===== config.mk =====
export PLATFORM = sky130hd
export DESIGN_NAME = wpt_range_match
export DESIGN_NICKNAME = d
export VERILOG_FILES = /design/src/rtl/wpt_pkg.sv /design/src/rtl/wpt_cfg_regs.sv /design/src/rtl/wpt_decode.sv /design/src/rtl/wpt_access_cmp.sv /design/src/rtl/wpt_range_match.sv
export SDC_FILE = /design/constraint.sdc
export NUM_CORES = 1
export LEC_CHECK = 0
export BUFFER_PORTS_ARGS = -buffer_cell sky130_fd_sc_hd__buf_4
export CORE_MARGIN = 2
export CORE_UTILIZATION = 55
export DETAILED_ROUTE_END_ITERATION = 6
export GPL_ROUTABILITY_DRIVEN = 0
export GPL_TIMING_DRIVEN = 0
export PLACE_DENSITY = 0.84
export SYNTH_ARGS = -nofsm -noshare
export SYNTH_HDL_FRONTEND = slang
export SYNTH_SLANG_ARGS = --single-unit
export TNS_END_PERCENT = 100

===== constraint.sdc =====
create_clock -name clk -period 9.8 [get_ports clk]
set_clock_uncertainty 0.2 [all_clocks]
set_input_delay 1.96 -clock clk [delete_from_list [all_inputs] [get_ports clk]]
set_output_delay 1.96 -clock clk [all_outputs]
set_load 0.02 [all_outputs]

===== src/rtl/wpt_pkg.sv =====
package wpt_pkg;
    typedef enum logic [1:0] {ST_IDLE, ST_DECODE, ST_ARMED} wpt_state_e;

    localparam int CTL_EN_BIT = 0;
    localparam int CTL_LSC_LO = 3;
    localparam int CTL_SEL_LO = 5;
    localparam int CTL_MSK_LO = 24;
    localparam int SEL_W      = 8;
    localparam int MSK_W      = 5;

    localparam logic [1:0] LSC_LOAD  = 2'd1;
    localparam logic [1:0] LSC_STORE = 2'd2;
endpackage


===== src/rtl/wpt_cfg_regs.sv =====
module wpt_cfg_regs
    import wpt_pkg::*;
#(
    parameter int AW = 32
) (
    input  logic                clk,
    input  logic                rst_n,
    input  logic                we,
    input  logic                sel,
    input  logic [AW-1:0]       wdata,
    output logic [AW-1:0]       value_q,
    output logic                en_q,
    output logic [1:0]          lsc_q,
    output logic [SEL_W-1:0]    bsel_q,
    output logic [MSK_W-1:0]    msk_q
);
    logic unused_wdata;
    assign unused_wdata = ^wdata;

    always_ff @(posedge clk or negedge rst_n) begin
        if (!rst_n) begin
            value_q <= '0;
            en_q    <= 1'b0;
            lsc_q   <= '0;
            bsel_q  <= '0;
            msk_q   <= '0;
        end else if (we) begin
            if (!sel) begin
                value_q <= {wdata[AW-1:2], 2'b00};
            end else begin
                en_q   <= wdata[CTL_EN_BIT];
                lsc_q  <= wdata[CTL_LSC_LO +: 2];
                bsel_q <= wdata[CTL_SEL_LO +: SEL_W];
                msk_q  <= wdata[CTL_MSK_LO +: MSK_W];
            end
        end
    end
endmodule


===== src/rtl/wpt_decode.sv =====
module wpt_decode
    import wpt_pkg::*;
#(
    parameter int AW = 32
) (
    input  logic [AW-1:0]    value,
    input  logic             en,
    input  logic [1:0]       lsc,
    input  logic [SEL_W-1:0] bsel,
    input  logic [MSK_W-1:0] msk,
    output logic             active,
    output logic             on_load,
    output logic             on_store,
    output logic [AW-1:0]    base,
    output logic [AW:0]      len
);
    localparam logic [AW:0] ONE = {{AW{1'b0}}, 1'b1};

    logic [SEL_W-1:0] eff_sel;
    logic [AW-1:0]    start;
    logic [AW:0]      run_len;
    logic             found;
    logic             in_run;
    logic [AW:0]      pow_len;

    always_comb begin
        eff_sel = value[2] ? (bsel & SEL_W'(4'hF)) : bsel;
        start   = '0;
        run_len = '0;
        found   = 1'b0;
        in_run  = 1'b0;
        for (int i = 0; i < SEL_W; i++) begin
            if (!found && eff_sel[i]) begin
                found  = 1'b1;
                in_run = 1'b1;
                start  = AW'(i);
            end
            if (in_run) begin
                if (eff_sel[i]) run_len = run_len + ONE;
                else            in_run  = 1'b0;
            end
        end
    end

    assign pow_len  = ONE << msk;
    assign on_load  = lsc[0];
    assign on_store = lsc[1];

    always_comb begin
        active = en && (lsc != 2'd0);
        base   = value;
        len    = '0;
        if (msk == MSK_W'(1) || msk == MSK_W'(2)) begin
            active = 1'b0;
        end else if (msk != '0) begin
            len  = pow_len;
            base = value & ~(pow_len[AW-1:0] - AW'(1));
        end else begin
            if (!found) active = 1'b0;
            len  = run_len;
            base = value + start;
        end
    end
endmodule


===== src/rtl/wpt_access_cmp.sv =====
module wpt_access_cmp #(
    parameter int AW = 32
) (
    input  logic [AW-1:0] base,
    input  logic [AW:0]   len,
    input  logic [AW-1:0] addr,
    input  logic [1:0]    size,
    input  logic          big_endian,
    output logic          overlap
);
    logic [AW-1:0] adj;
    logic [AW:0]   acc_lo, acc_hi, win_lo, win_hi;

    always_comb begin
        adj = addr;
        if (big_endian) begin
            unique case (size)
                2'd0:    adj = addr ^ AW'(3);
                2'd1:    adj = addr ^ AW'(2);
                default: adj = addr;
            endcase
        end
    end

    assign acc_lo  = {1'b0, adj};
    assign acc_hi  = acc_lo + ({{AW{1'b0}}, 1'b1} << size);
    assign win_lo  = {1'b0, base};
    assign win_hi  = win_lo + len;
    assign overlap = (acc_lo < win_hi) && (win_lo < acc_hi);
endmodule


===== src/rtl/wpt_range_match.sv =====
module wpt_range_match
    import wpt_pkg::*;
#(
    parameter int AW = 32
) (
    input  logic          clk,
    input  logic          rst_n,
    input  logic          cfg_we,
    input  logic          cfg_sel,
    input  logic [AW-1:0] cfg_wdata,
    input  logic          acc_valid,
    input  logic [AW-1:0] acc_addr,
    input  logic [1:0]    acc_size,
    input  logic          acc_write,
    input  logic          acc_big_endian,
    output logic          hit,
    output logic          hit_write
);
    wpt_state_e state_q;

    logic [AW-1:0]    value_q;
    logic             en_q;
    logic [1:0]       lsc_q;
    logic [SEL_W-1:0] bsel_q;
    logic [MSK_W-1:0] msk_q;

    logic          d_active, d_load, d_store;
    logic [AW-1:0] d_base;
    logic [AW:0]   d_len;

    logic          r_load, r_store;
    logic [AW-1:0] r_base;
    logic [AW:0]   r_len;
    logic          overlap;
    logic          take;

    wpt_cfg_regs #(.AW(AW)) u_regs (
        .clk(clk), .rst_n(rst_n), .we(cfg_we), .sel(cfg_sel), .wdata(cfg_wdata),
        .value_q(value_q), .en_q(en_q), .lsc_q(lsc_q), .bsel_q(bsel_q), .msk_q(msk_q)
    );

    wpt_decode #(.AW(AW)) u_dec (
        .value(value_q), .en(en_q), .lsc(lsc_q), .bsel(bsel_q), .msk(msk_q),
        .active(d_active), .on_load(d_load), .on_store(d_store),
        .base(d_base), .len(d_len)
    );

    wpt_access_cmp #(.AW(AW)) u_cmp (
        .base(r_base), .len(r_len), .addr(acc_addr), .size(acc_size),
        .big_endian(acc_big_endian), .overlap(overlap)
    );

    // state register and decoded range capture
    always_ff @(posedge clk or negedge rst_n) begin
        if (!rst_n) begin
            state_q <= ST_IDLE;
            r_load  <= 1'b0;
            r_store <= 1'b0;
            r_base  <= '0;
            r_len   <= '0;
        end else if (cfg_we) begin
            state_q <= ST_DECODE;
        end else begin
            unique case (state_q)
                ST_DECODE: begin
                    state_q <= d_active ? ST_ARMED : ST_IDLE;
                    r_load  <= d_load;
                    r_store <= d_store;
                    r_base  <= d_base;
                    r_len   <= d_len;
                end
                ST_ARMED: state_q <= ST_ARMED;
                default:  state_q <= ST_IDLE;
            endcase
        end
    end

    assign take = (state_q == ST_ARMED) && !cfg_we && acc_valid && overlap &&
                  (acc_write ? r_store : r_load);

    // registered outputs
    always_ff @(posedge clk or negedge rst_n) begin
        if (!rst_n) begin
            hit       <= 1'b0;
            hit_write <= 1'b0;
        end else begin
            hit       <= take;
            hit_write <= take && acc_write;
        end
    end
endmodule


# Word level (Yosys, flattened, before mapping)
# Cells that the tools add are included.
dict set report word_totals {
  ff_bits 117
  elab_cells 132
  out_inout_bits 2
  in_bits 73
}
dict set report classes {
  n_lt_le_gt_ge 2
  shift 2
  eq_ne 5
  addsub 11
  n_bitwise 6
  reduce_logical 29
  mux 65
}
# cell count
set ops {}
lappend ops {{33-bit two-way mux} 17}
lappend ops {{33-bit by 1-bit adder with 33-bit output (second input constant)} 7}
lappend ops {{32-bit by 33-bit adder with 33-bit output} 2}
lappend ops {{32-bit by 33-bit < comparator with 1-bit output} 2}
lappend ops {{32-bit two-way mux} 2}
lappend ops {{1-bit two-way mux} 34}
lappend ops {{1-bit by 2-bit << shifter with 33-bit output (first input constant)} 1}
lappend ops {{1-bit by 5-bit << shifter with 33-bit output (first input constant)} 1}
lappend ops {{32-bit by 3-bit adder with 32-bit output} 1}
lappend ops {{32-bit AND} 1}
lappend ops {{32-bit inverter} 1}
lappend ops {{32-bit by 1-bit subtractor with 32-bit output (second input constant)} 1}
lappend ops {{1-bit logical AND} 14}
lappend ops {{3-bit two-way mux} 4}
lappend ops {{2-bit two-way mux} 5}
lappend ops {{1-bit zero test} 8}
lappend ops {{8-bit two-way mux} 1}
lappend ops {{2-bit case mux with 2 select lines} 2}
lappend ops {{2-bit AND reduction} 3}
lappend ops {{5-bit by 1-bit == test with 1-bit output (second input constant)} 1}
lappend ops {{5-bit by 2-bit == test with 1-bit output (second input constant)} 1}
lappend ops {{5-bit nonzero test} 1}
lappend ops {{2-bit by 1-bit == test with 1-bit output (second input constant)} 2}
lappend ops {{1-bit inverter} 3}
lappend ops {{5 further kinds} 5}

# Depth between registers and ports, before layout
# Gate-level depths: netlist (run 1).
dict set report logic_depth {
  word_depth 29
  mapped_depth 21
}

# Modules after synthesis
# From an unflattened synthesis (run 1), not the netlist that was laid out.
dict set report hier_totals {
  hier_cells 1097
  hier_area_um2 10486.3
}
# mod area_each_um2 n_inst cells_each
set modules_own_cells {}
lappend modules_own_cells {wpt_access_cmp 3570.9 1 465}
lappend modules_own_cells {wpt_range_match 2821.5 1 157}
lappend modules_own_cells {wpt_decode 2290.9 1 374}
lappend modules_own_cells {wpt_cfg_regs 1803.0 1 101}

# Worst setup path after synthesis (run 1)
# Ideal clock, no wire load.
dict set report synth_path {
  path_kind {input -> register}
  from {input port acc_size[1]}
  to {register hit_write}
  t_arrival_ns 5.106
  path_slack_ns 4.375
  path_buffers 0
  setup_ns 0.119
  cell_stages 17
  cell_sequence {nor3b_1 > xor2_1 > ha_1 > a21o_1 > a21oi_1 > o21bai_1 > nand2_1 > nor3_1 > nand3_1 > xor2_1 > ha_1 > nand4_1 > a2111oi_0 > o21ai_0 > a311oi_1 > o22a_1 > nor3b_1}
}
dict set report synth_via {
  elab_chain_len 9
  word_cells_on_any_way 12
  cone_classes {add/sub: 1; order compare: 2; eq/ne: 1; shift: 1; mux: 2; reduce/logical: 5}
}
# item line
set synth_lines {}
lappend synth_lines {{from (decl)} wpt_range_match.sv:13} ;# input logic [1:0] acc_size,
lappend synth_lines {{2-bit by 1-bit == test with 1-bit output / 2-bit zero test (equally long branches)} wpt_access_cmp.sv:17} ;# unique case (size)
lappend synth_lines {{2-bit case mux with 2 select lines} wpt_access_cmp.sv:17}
lappend synth_lines {{2-bit two-way mux} wpt_access_cmp.sv:16} ;# if (big_endian) begin
lappend synth_lines {{32-bit by 33-bit adder with 33-bit output} wpt_access_cmp.sv:26} ;# assign acc_hi = acc_lo + ({{AW{1'b0}}, 1'b1} << size);
lappend synth_lines {{32-bit by 33-bit < comparator with 1-bit output} wpt_access_cmp.sv:29} ;# assign overlap = (acc_lo < win_hi) && (win_lo < acc_hi);
lappend synth_lines {{1-bit logical AND *} wpt_access_cmp.sv:29}
lappend synth_lines {{1-bit logical AND * (2 in a row)} wpt_range_match.sv:78} ;# assign take = (state_q == ST_ARMED) && !cfg_we && acc_valid && overlap &&
lappend synth_lines {{1-bit logical AND *} wpt_range_match.sv:88} ;# hit_write <= take && acc_write;
lappend synth_lines {{to (signal assigned)} wpt_range_match.sv:88}
lappend synth_lines {{to (decl)} wpt_range_match.sv:17} ;# output logic hit_write
# Mark *: on every way between the ends. The rest lies on a longest branch, timed or not.
# A chain may end at the register's enable or synchronous reset.

# Worst setup path after layout (run 1)
# Ends and elaborated chain as after synthesis.

==> results.json, run 1 <==
{
  "mostFrequentLayoutCell": "dfrtp_1",
  "overflow": 0,
  "layout-drive-gt1-share_pct": 16.4,
  "worst_setup_path_start_kind": "primary input",
  "yosysTopAreaCellShare_pct": 30.5,
  "yosys_register_bits": 116,
  "worst_hold_slack_ns": 0.290,
  "synth_edf_count": 0,
  "drt-total-wl_mm": 24.4,
  "track_usage_pct": 26.9,
  "synth.distinct_cells": 70,
  "end_kind": "register",
  "wl_met2_mm": 11.4,
  "post_cts_resize_count": 0,
  "h-tree-depth": 4,
  "area_delta_synth_final_pct": 15.6,
  "r2r_end": "hit_write",
  "synth-simple-area-share_pct": 19.1,
  "wl_met3_mm": 1.69,
  "setup_ws_ns": 3.89,
  "avgViaCountPerCell": 6.15,
  "setup_tns_ns": 0,
  "netlist_area_um2": 9510,
  "synthFlopType": "dfrtp_1",
  "dp_worst_setup_slack_ns": 3.48,
  "grt_antenna_before_repair": 0,
  "dp_hpwl_mm": 19.0,
  "leakagePower_nw": 5.03,
  "fin_crit_sh_pct": 60.3,
  "slew_viol_final": 0,
  "cap_violations": 0,
  "tightestPinTransition_ns": 0.691,
  "synth.avg_cell_area_um2": 9.05,
  "finalNonFillerCells": 1380,
  "cts_tree": "built",
  "route.vias.total": 8485,
  "clkTransAtPathRegs_ns": 0.05,
  "postCtsHoldBufs": 0,
  "nNetsFinal": 1330,
  "postCtsSetupBuffers": 0,
  "power_density_nw_per_um2": 172,
  "yosys-top-cells-area": "dfrtp_1 (31%), ha_1 (15%), mux2_2 (6.3%)",
  "grt_pass1_vias": 7838,
  "slew_headroom_pct": 53.7,
  "wl_met1_mm": 10.8,
  "insertion_delay_ns": 0.41,
  "ys_warn_count": 0,
  "synth_compound_area_share_pct": 18.3,
  "crit_required_ns": 9.90,
  "portBuffers": 73,
  "synthMuxAreaShare_pct": 7.05,
  "worstHoldStart": "r_len[27]",
  "syn_nets": 1237,
  "hold_end": "r_len[27]",
  "worstHoldPathCells": 2,
  "ir_drop_mv": 0.148,
  "cts.sinks": 116,
  "post-route-min-period_ns": 5.91,
  "synth_fa_ha_area_share_pct": 15.0,
  "setup_violations": 0,
  "num_antenna_cells": 0,
  "avgRoutedWirePerCell_um": 17.7,
  "die_h_um": 135,
  "rr_worst_depth": 21,
  "dp.cells": 1349,
  "highest_layer": "met4",
  "hold_class": "register to register",
  "grt_pass1_wl_mm": 38.9,
  "synthXorXnorAreaFrac_pct": 7.05,
  "io_pins": 75,
  "cts_buffers": 17,
  "ys_seq_area_share_pct": 30.5,
  "final_antenna_net_count": 0,
  "multiInputGateArea_um2": 6330,
  "outcome": "complete, no violations",
  "cts.path.max_buffers": 2,
  "rsz0062_at_grt": "false",
  "core_um2": 17100,
  "drtIter0Drc": 715,
  "fp.dieW_um": 135,
  "crit_type": "primary input to register",
  "layout_common_cells": "dfrtp_1 (116), ha_1 (111), nand2_1 (99)",
  "synth_top_family_by_area": "simple AND/OR/NAND/NOR gates",
  "start_util_pct": 55.5,
  "drcViolationCount": 0,
  "synth_cells": 1051,
  "cp_max_fo": 6,
  "synth_top_cell_by_area": "dfrtp_1",
  "seqCellArea_um2": 2900,
  "r2r-start": "r_base[0]",
  "synth-async-reset-ratio_pct": 100,
  "cts-root-buf": "clkbuf_16",
  "crit_arrival_ns": 6.00,
  "dieArea_um2": 18400,
  "rows": 48,
  "num-fill-cells": 1343,
  "first_pass_iters": 5,
  "hold_violations": 0,
  "grt_max_degree": 117,
  "clock.fmax_mhz": 169,
  "regToRegSetupSlack_ns": 4.86
}
[Yosys cell counts, drive strengths merged (14+ instances only)]
cell type  number
dfrtp         116
ha            111
nand2          99
nor2           75
a21oi          62
o21ai          57
mux2           53
nand3          46
xor2           38
xnor2          36
a21o           34
nand4          31
clkbuf         27
inv            27
a22o           20
a31oi          20
and3           17
nor3           17
nand2b         15
nor2b          15
or2            14
[registers in the layout, summed over array words and instances (netlist names)]
register	count
hit_write	1
hit	1
r_base	32
r_len	32
u_regs.msk_q	5
u_regs.en_q	1
u_regs.bsel_q	8
state_q	2
u_regs.lsc_q	2
r_load	1
r_store	1
u_regs.value_q	30
[kinds of logic after synthesis]
family | count (synthesis)
adders and majority gates | 113
DFF | 116
muxes | 60
xor gates and xnor gates | 75
AOI/OAI and AO/OA | 261
and+or+nand+nor | 364
buffers and inverters | 62
[per-stage QoR]
step                utilization, %  cell area (um2)  power, mW
global placement              60.4            10300       1.20
floorplan                        -             9510       1.04
detailed placement            60.4            10300       1.23
global route                  64.2            11000       1.99
finish                        64.2            11000       1.89
CTS                           64.0            11000       1.88
[worst max path at each step]
stage | startpoint | end | slack [ns] | cells past startpoint
floorplan | acc_size[1] | hit_write | 4.37 | 17
global placement | acc_size[1] | hit_write | 3.52 | 18
detailed placement | acc_size[1] | hit_write | 3.48 | 18
CTS | acc_size[1] | hit_write | 3.90 | 18
global route | acc_size[1] | hit | 3.49 | 18
finish | acc_size[1] | hit_write | 3.89 | 18
[critical path: stages]
cell,delay [ns]
buf_4,0.13
nor3b_1,0.23
xor2_1,0.22
ha_1,0.23
a21o_1,0.12
a21oi_1,0.09
o21bai_1,0.34
nand2_1,0.19
nor3_1,0.53
nand3_1,0.17
xor2_1,0.18
ha_1,0.30
nand4_1,0.13
a2111oi_0,0.33
o21ai_0,0.19
a311oi_1,0.33
o22a_1,0.26
nor3b_1,0.07
[final cells by class]
| type | instances | area share, % |
|---|---|---|
| timing repair buffer | 74 | 5.27 |
| clock inverter | 10 | 1.41 |
| multi-input combinational | 873 | 57.6 |
| buffer | 34 | 1.57 |
| clock buffer | 20 | 4.25 |
| sequential | 116 | 26.4 |
| tap | 225 | 2.56 |
| inverter | 28 | 0.956 |
[power breakdown]
part | total, mW | leakage, nW | internal (mW) | switching (mW)
registers | 0.624 | 1.46 | 0.541 | 0.0829
clock network | 0.651 | 0.304 | 0.440 | 0.211
logic | 0.613 | 3.27 | 0.273 | 0.341
total | 1.89 | 5.03 | 1.25 | 0.635
[layer usage]
metal	GRT usage, %	up-vias
met5	0	-
met3	3.25	47
li1	-	4068
met4	8.39	0
met2	43.7	345
met1	37.8	4025
Power figures use the tool's default switching activity.
==> inputs of run 2 (changes only) <==
==> constraint.sdc (replaced) <==
create_clock -name clk -period 5.62 [get_ports clk]
set_clock_uncertainty 0.2 [all_clocks]
set_input_delay 1.124 -clock clk [delete_from_list [all_inputs] [get_ports clk]]
set_output_delay 1.124 -clock clk [all_outputs]
set_load 0.02 [all_outputs]
==> results.json, run 2 (synthesis results as in run 1) <==
{
  "drtIter0Drc": 741,
  "clock.fmax_mhz": 198,
  "grt_antenna_before_repair": 0,
  "top_regs": "r_base (32), r_len (32), u_regs.value_q (30)",
  "nNetsFinal": 1330,
  "switchingPower_mw": 1.11,
  "postCtsHoldBufs": 0,
  "wl_met3_mm": 1.57,
  "cts.path.max_buffers": 2,
  "wl_met1_mm": 11.0,
  "insertion_delay_ns": 0.42,
  "cts.sinks": 116,
  "cts-root-buf": "clkbuf_16",
  "hold_class": "register to register",
  "num_antenna_cells": 0,
  "tightestPinTransition_ns": 0.667,
  "layout-drive-gt1-share_pct": 16.4,
  "highest_layer": "met4",
  "finalNonFillerCells": 1380,
  "cap_violations": 0,
  "layout_common_cells": "dfrtp_1 (116), ha_1 (111), nand2_1 (99)",
  "grt_pass1_vias": 7839,
  "drcViolationCount": 0,
  "portBuffers": 73,
  "cts_buffers": 17,
  "dp_hpwl_mm": 19.0,
  "rows": 48,
  "final_area_um2": 11000,
  "worst_setup_path_start_kind": "primary input",
  "cts_tree": "built",
  "overflow": 0,
  "die_h_um": 135,
  "dp.cells": 1349,
  "dieArea_um2": 18400,
  "p_sw_share_pct": 33.7,
  "postCtsSetupBuffers": 0,
  "post_dp_cell_area_um2": 10300,
  "clkTransAtPathRegs_ns": 0.05,
  "end_kind": "register",
  "leakagePower_nw": 5.03,
  "final_antenna_net_count": 0,
  "power_density_nw_per_um2": 300,
  "crit_arrival_ns": 5.16,
  "fp.dieW_um": 135,
  "io_pins": 75,
  "seq_power_share_pct": 33.0,
  "route.vias.total": 8468,
  "h-tree-depth": 4,
  "core_um2": 17100,
  "slew_viol_final": 0,
  "cp_max_fo": 6,
  "post-route-min-period_ns": 5.06,
  "rsz0062_at_grt": "false",
  "num-fill-cells": 1343,
  "drt-total-wl_mm": 24.4,
  "avgRoutedWirePerCell_um": 17.7,
  "first_pass_iters": 5,
  "crit_type": "primary input to register",
  "p_int_mw": 2.19,
  "worstHoldPathCells": 2,
  "grt_pass1_wl_mm": 38.9,
  "track_usage_pct": 26.9,
  "fin_crit_sh_pct": 90.0,
  "outcome": "complete, no violations",
  "setup_violations": 0,
  "ir_drop_mv": 0.259,
  "start_util_pct": 55.5,
  "rr_worst_depth": 21,
  "setup_tns_ns": 0,
  "wl_met2_mm": 11.3,
  "avgViaCountPerCell": 6.14,
  "crit_required_ns": 5.72,
  "post_cts_resize_count": 0,
  "grt_max_degree": 117,
  "area_delta_synth_final_pct": 15.6,
  "slew_headroom_pct": 55.5,
  "comb_power_share_pct": 32.5,
  "hold_violations": 0,
  "power_frac_clock_pct": 34.5,
  "mostFrequentLayoutCell": "dfrtp_1"
}
-- run 2: cell counts in the layout (fill, tap and decap cells not counted) --
Identical to the previous run, type by type.
-- run 2: path summary, 6_finish.rpt --
check,start,slack [ns],end
hold reg to reg,r_len[0],0.29,r_len[0]
max in group asynchronous,rst_n,4.18,u_regs.value_q[25]
hold / removal,r_len[0],0.29,r_len[0]
setup reg to reg,r_base[0],0.70,hit_write
min in group asynchronous,rst_n,0.30,hit
setup / recovery,acc_size[1],0.56,hit_write
-- run 2: power groups by stage --
stage                     clock (mW)  sequential (mW)  combinational (mW)
after floorplan                    0             1.03               0.784
after global placement             0             1.09               0.999
after detailed placement           0             1.09                1.05
after CTS                       1.14             1.08                1.06
after global routing            1.18             1.10                1.20
final                           1.14             1.09                1.07
-- run 2: worst max-delay path: stages --
cell and delay (ns):
buf_4 0.13, nor3b_1 0.23, xor2_1 0.22, ha_1 0.23, a21o_1 0.12, a21oi_1 0.09, o21bai_1 0.34, nand2_1 0.19
nor3_1 0.52, nand3_1 0.17, xor2_1 0.18, ha_1 0.30, nand4_1 0.13, a2111oi_0 0.33, o21ai_0 0.19, a311oi_1 0.32
o22a_1 0.26, nor3b_1 0.07
-- run 2: final cells by class --
cell class	instances	area, um2	area share [%]
Tap cell	225	282	2.56
Sequential cell	116	2900	26.4
Inverter	28	105	0.956
Buffer	34	173	1.57
Multi-Input combinational cell	873	6330	57.6
Clock inverter	10	155	1.41
Clock buffer	20	467	4.25
Timing Repair Buffer	74	579	5.27
-- run 2: metrics by stage --
stage                     util, %  setup WS (ns)  power [mW]  hold slack, ns
final                        64.2          0.561        3.30           0.292
after global routing         64.2          0.148        3.47           0.301
after CTS                    64.0          0.552        3.28           0.289
after detailed placement     60.4          0.134        2.14           0.270
after global placement       60.4          0.181        2.08           0.260
after floorplan                 -           1.03        1.82           0.242
-- run 2: per-layer routing --
layer	vias up	global-route usage, %
met1	4014	37.8
li1	4080	-
met3	46	3.25
met4	0	8.45
met5	-	0
met2	328	43.7
==> inputs of run 3 (changes only) <==
--- a/config.mk
+++ b/config.mk
@@ -7,11 +7,11 @@
 export LEC_CHECK = 0
 export BUFFER_PORTS_ARGS = -buffer_cell sky130_fd_sc_hd__buf_4
 export CORE_MARGIN = 2
-export CORE_UTILIZATION = 55
+export CORE_UTILIZATION = 46
 export DETAILED_ROUTE_END_ITERATION = 6
 export GPL_ROUTABILITY_DRIVEN = 0
 export GPL_TIMING_DRIVEN = 0
-export PLACE_DENSITY = 0.84
+export PLACE_DENSITY = 0.74
 export SYNTH_ARGS = -nofsm -noshare
 export SYNTH_HDL_FRONTEND = slang
 export SYNTH_SLANG_ARGS = --single-unit
==> results.json, run 3 (synthesis results as in run 1) <==
{
  "outcome": "complete, no violations",
  "drt-total-wl_mm": 24.2,
  "nNetsFinal": 1330,
  "cts.path.max_buffers": 2,
  "overflow": 0,
  "grt_pass1_vias": 8007,
  "setup_ws_ns": 0.661,
  "track_usage_pct": 22.8,
  "crit_required_ns": 5.72,
  "slew_viol_final": 0,
  "ir_drop_mv": 0.276,
  "setup_tns_ns": 0,
  "insertion_delay_ns": 0.42,
  "dp_worst_setup_slack_ns": 0.0830,
  "h-tree-depth": 4,
  "layout-drive-gt1-share_pct": 16.6,
  "cp_max_fo": 6,
  "cts_buffers": 17,
  "area_delta_synth_final_pct": 16.2,
  "fp.dieW_um": 148,
  "hold_end": "r_len[2]",
  "io_pins": 75,
  "grt_pass1_wl_mm": 40.1,
  "drtIter0Drc": 650,
  "r2r_end": "hit_write",
  "final_area_um2": 11000,
  "worstHoldPathCells": 2,
  "cap_violations": 0,
  "mostFrequentLayoutCell": "dfrtp_1",
  "postCtsSetupBuffers": 0,
  "avgViaCountPerCell": 5.77,
  "cts_tree": "built",
  "rows": 52,
  "post-route-min-period_ns": 4.96,
  "fin_crit_sh_pct": 88.2,
  "grt_max_degree": 117,
  "regToRegSetupSlack_ns": 0.72,
  "num_antenna_cells": 0,
  "core_um2": 20200,
  "worst_setup_path_start_kind": "primary input",
  "end_kind": "register",
  "dp_hpwl_mm": 19.2,
  "power_density_nw_per_um2": 295,
  "crit_type": "primary input to register",
  "cts.sinks": 116,
  "rr_worst_depth": 21,
  "cts-root-buf": "clkbuf_16",
  "tightestPinTransition_ns": 0.680,
  "leakagePower_nw": 5.01,
  "die_h_um": 148,
  "clock.fmax_mhz": 202,
  "top_regs": "r_base (32), r_len (32), u_regs.value_q (30)",
  "post_dp_cell_area_um2": 10400,
  "layout_common_cells": "dfrtp_1 (116), ha_1 (111), nand2_1 (99)",
  "worstHoldStart": "r_len[2]",
  "crit_arrival_ns": 5.06,
  "slew_headroom_pct": 54.4,
  "start_util_pct": 47.0,
  "postCtsHoldBufs": 0,
  "hold_violations": 0,
  "r2r-start": "r_base[0]",
  "route.vias.total": 8239,
  "drcViolationCount": 0,
  "dieArea_um2": 21800,
  "grt_antenna_before_repair": 0,
  "avgRoutedWirePerCell_um": 16.9,
  "portBuffers": 73,
  "first_pass_iters": 6,
  "rsz0062_at_grt": "false",
  "num-fill-cells": 1822,
  "final_antenna_net_count": 0,
  "hold_class": "register to register",
  "clkTransAtPathRegs_ns": 0.06,
  "setup_violations": 0
}
## run 3: cell types whose count changed in the layout (fill, tap and decap cells not counted), sizes merged
cell | previous run | this run
clkinvlp | 2 | 6
clkbuf | 47 | 45
inv | 27 | 29
bufinv | 4 | 3
clkinv | 5 | 4
## run 3: layer usage
metal	vias to the layer above	routed length (um)	global-route usage [%]
met5	-	0	0
met4	0	348	6.44
met3	29	1210	3.33
met2	232	11000	36.7
met1	3916	11700	32.1
li1	4062	-	-
## run 3: worst max-delay path, cell delays in order
cell and delay [ns]:
buf_4 0.13, nor3b_1 0.23, xor2_1 0.22, ha_1 0.22, a21o_1 0.13, a21oi_1 0.09
o21bai_1 0.34, nand2_1 0.22, nor3_2 0.36, nand3_1 0.13, xor2_1 0.17, ha_1 0.30
nand4_1 0.13, a2111oi_0 0.32, o21ai_0 0.21, a311oi_1 0.38, o22a_1 0.28, nor3b_1 0.07
## run 3: metrics by stage
stage	hold slack, ns	power [mW]	utilization (%)	cells
2_1_floorplan	0.242	1.82	-	1051
5_1_grt	0.322	3.47	54.6	1427
3_3_place_gp	0.261	2.10	51.4	1394
6_report	0.291	3.26	54.6	1427
3_5_place_dp	0.264	2.13	51.4	1394
4_1_cts	0.300	3.26	54.4	1426
## run 3: final cells by class
cell class                 count  area, um2  area share [%]
multi-input combinational    873       6330            57.3
sequential                   116       2900            26.3
timing repair buffer          74        579            5.24
clock buffer                  18        439            3.98
tap                          270        338            3.06
clock inverter                14        179            1.62
buffer                        34        173            1.56
inverter                      28        105           0.951
## run 3: what timing repair did
action                     in CTS  in global routing
setup endpoints to repair       0                  1
hold endpoints to repair        0                  0
resized for setup               0                  1
## run 3: report_power, final
part	switching (mW)	internal, mW	total, mW
Sequential	0.142	0.943	1.08
Combinational	0.582	0.473	1.06
Clock	0.404	0.712	1.12
Total	1.13	2.13	3.26
## run 3: worst max path at each step
stage,cells past startpoint,slack [ns],to,startpoint
3_3_place_gp,18,0.09,hit_write,acc_size[1]
5_1_grt,18,0.20,hit_write,acc_size[1]
3_5_place_dp,18,0.08,hit_write,acc_size[1]
6_report,18,0.66,hit_write,acc_size[1]
2_1_floorplan,17,1.03,hit_write,acc_size[1]
4_1_cts,18,0.51,hit_write,acc_size[1]
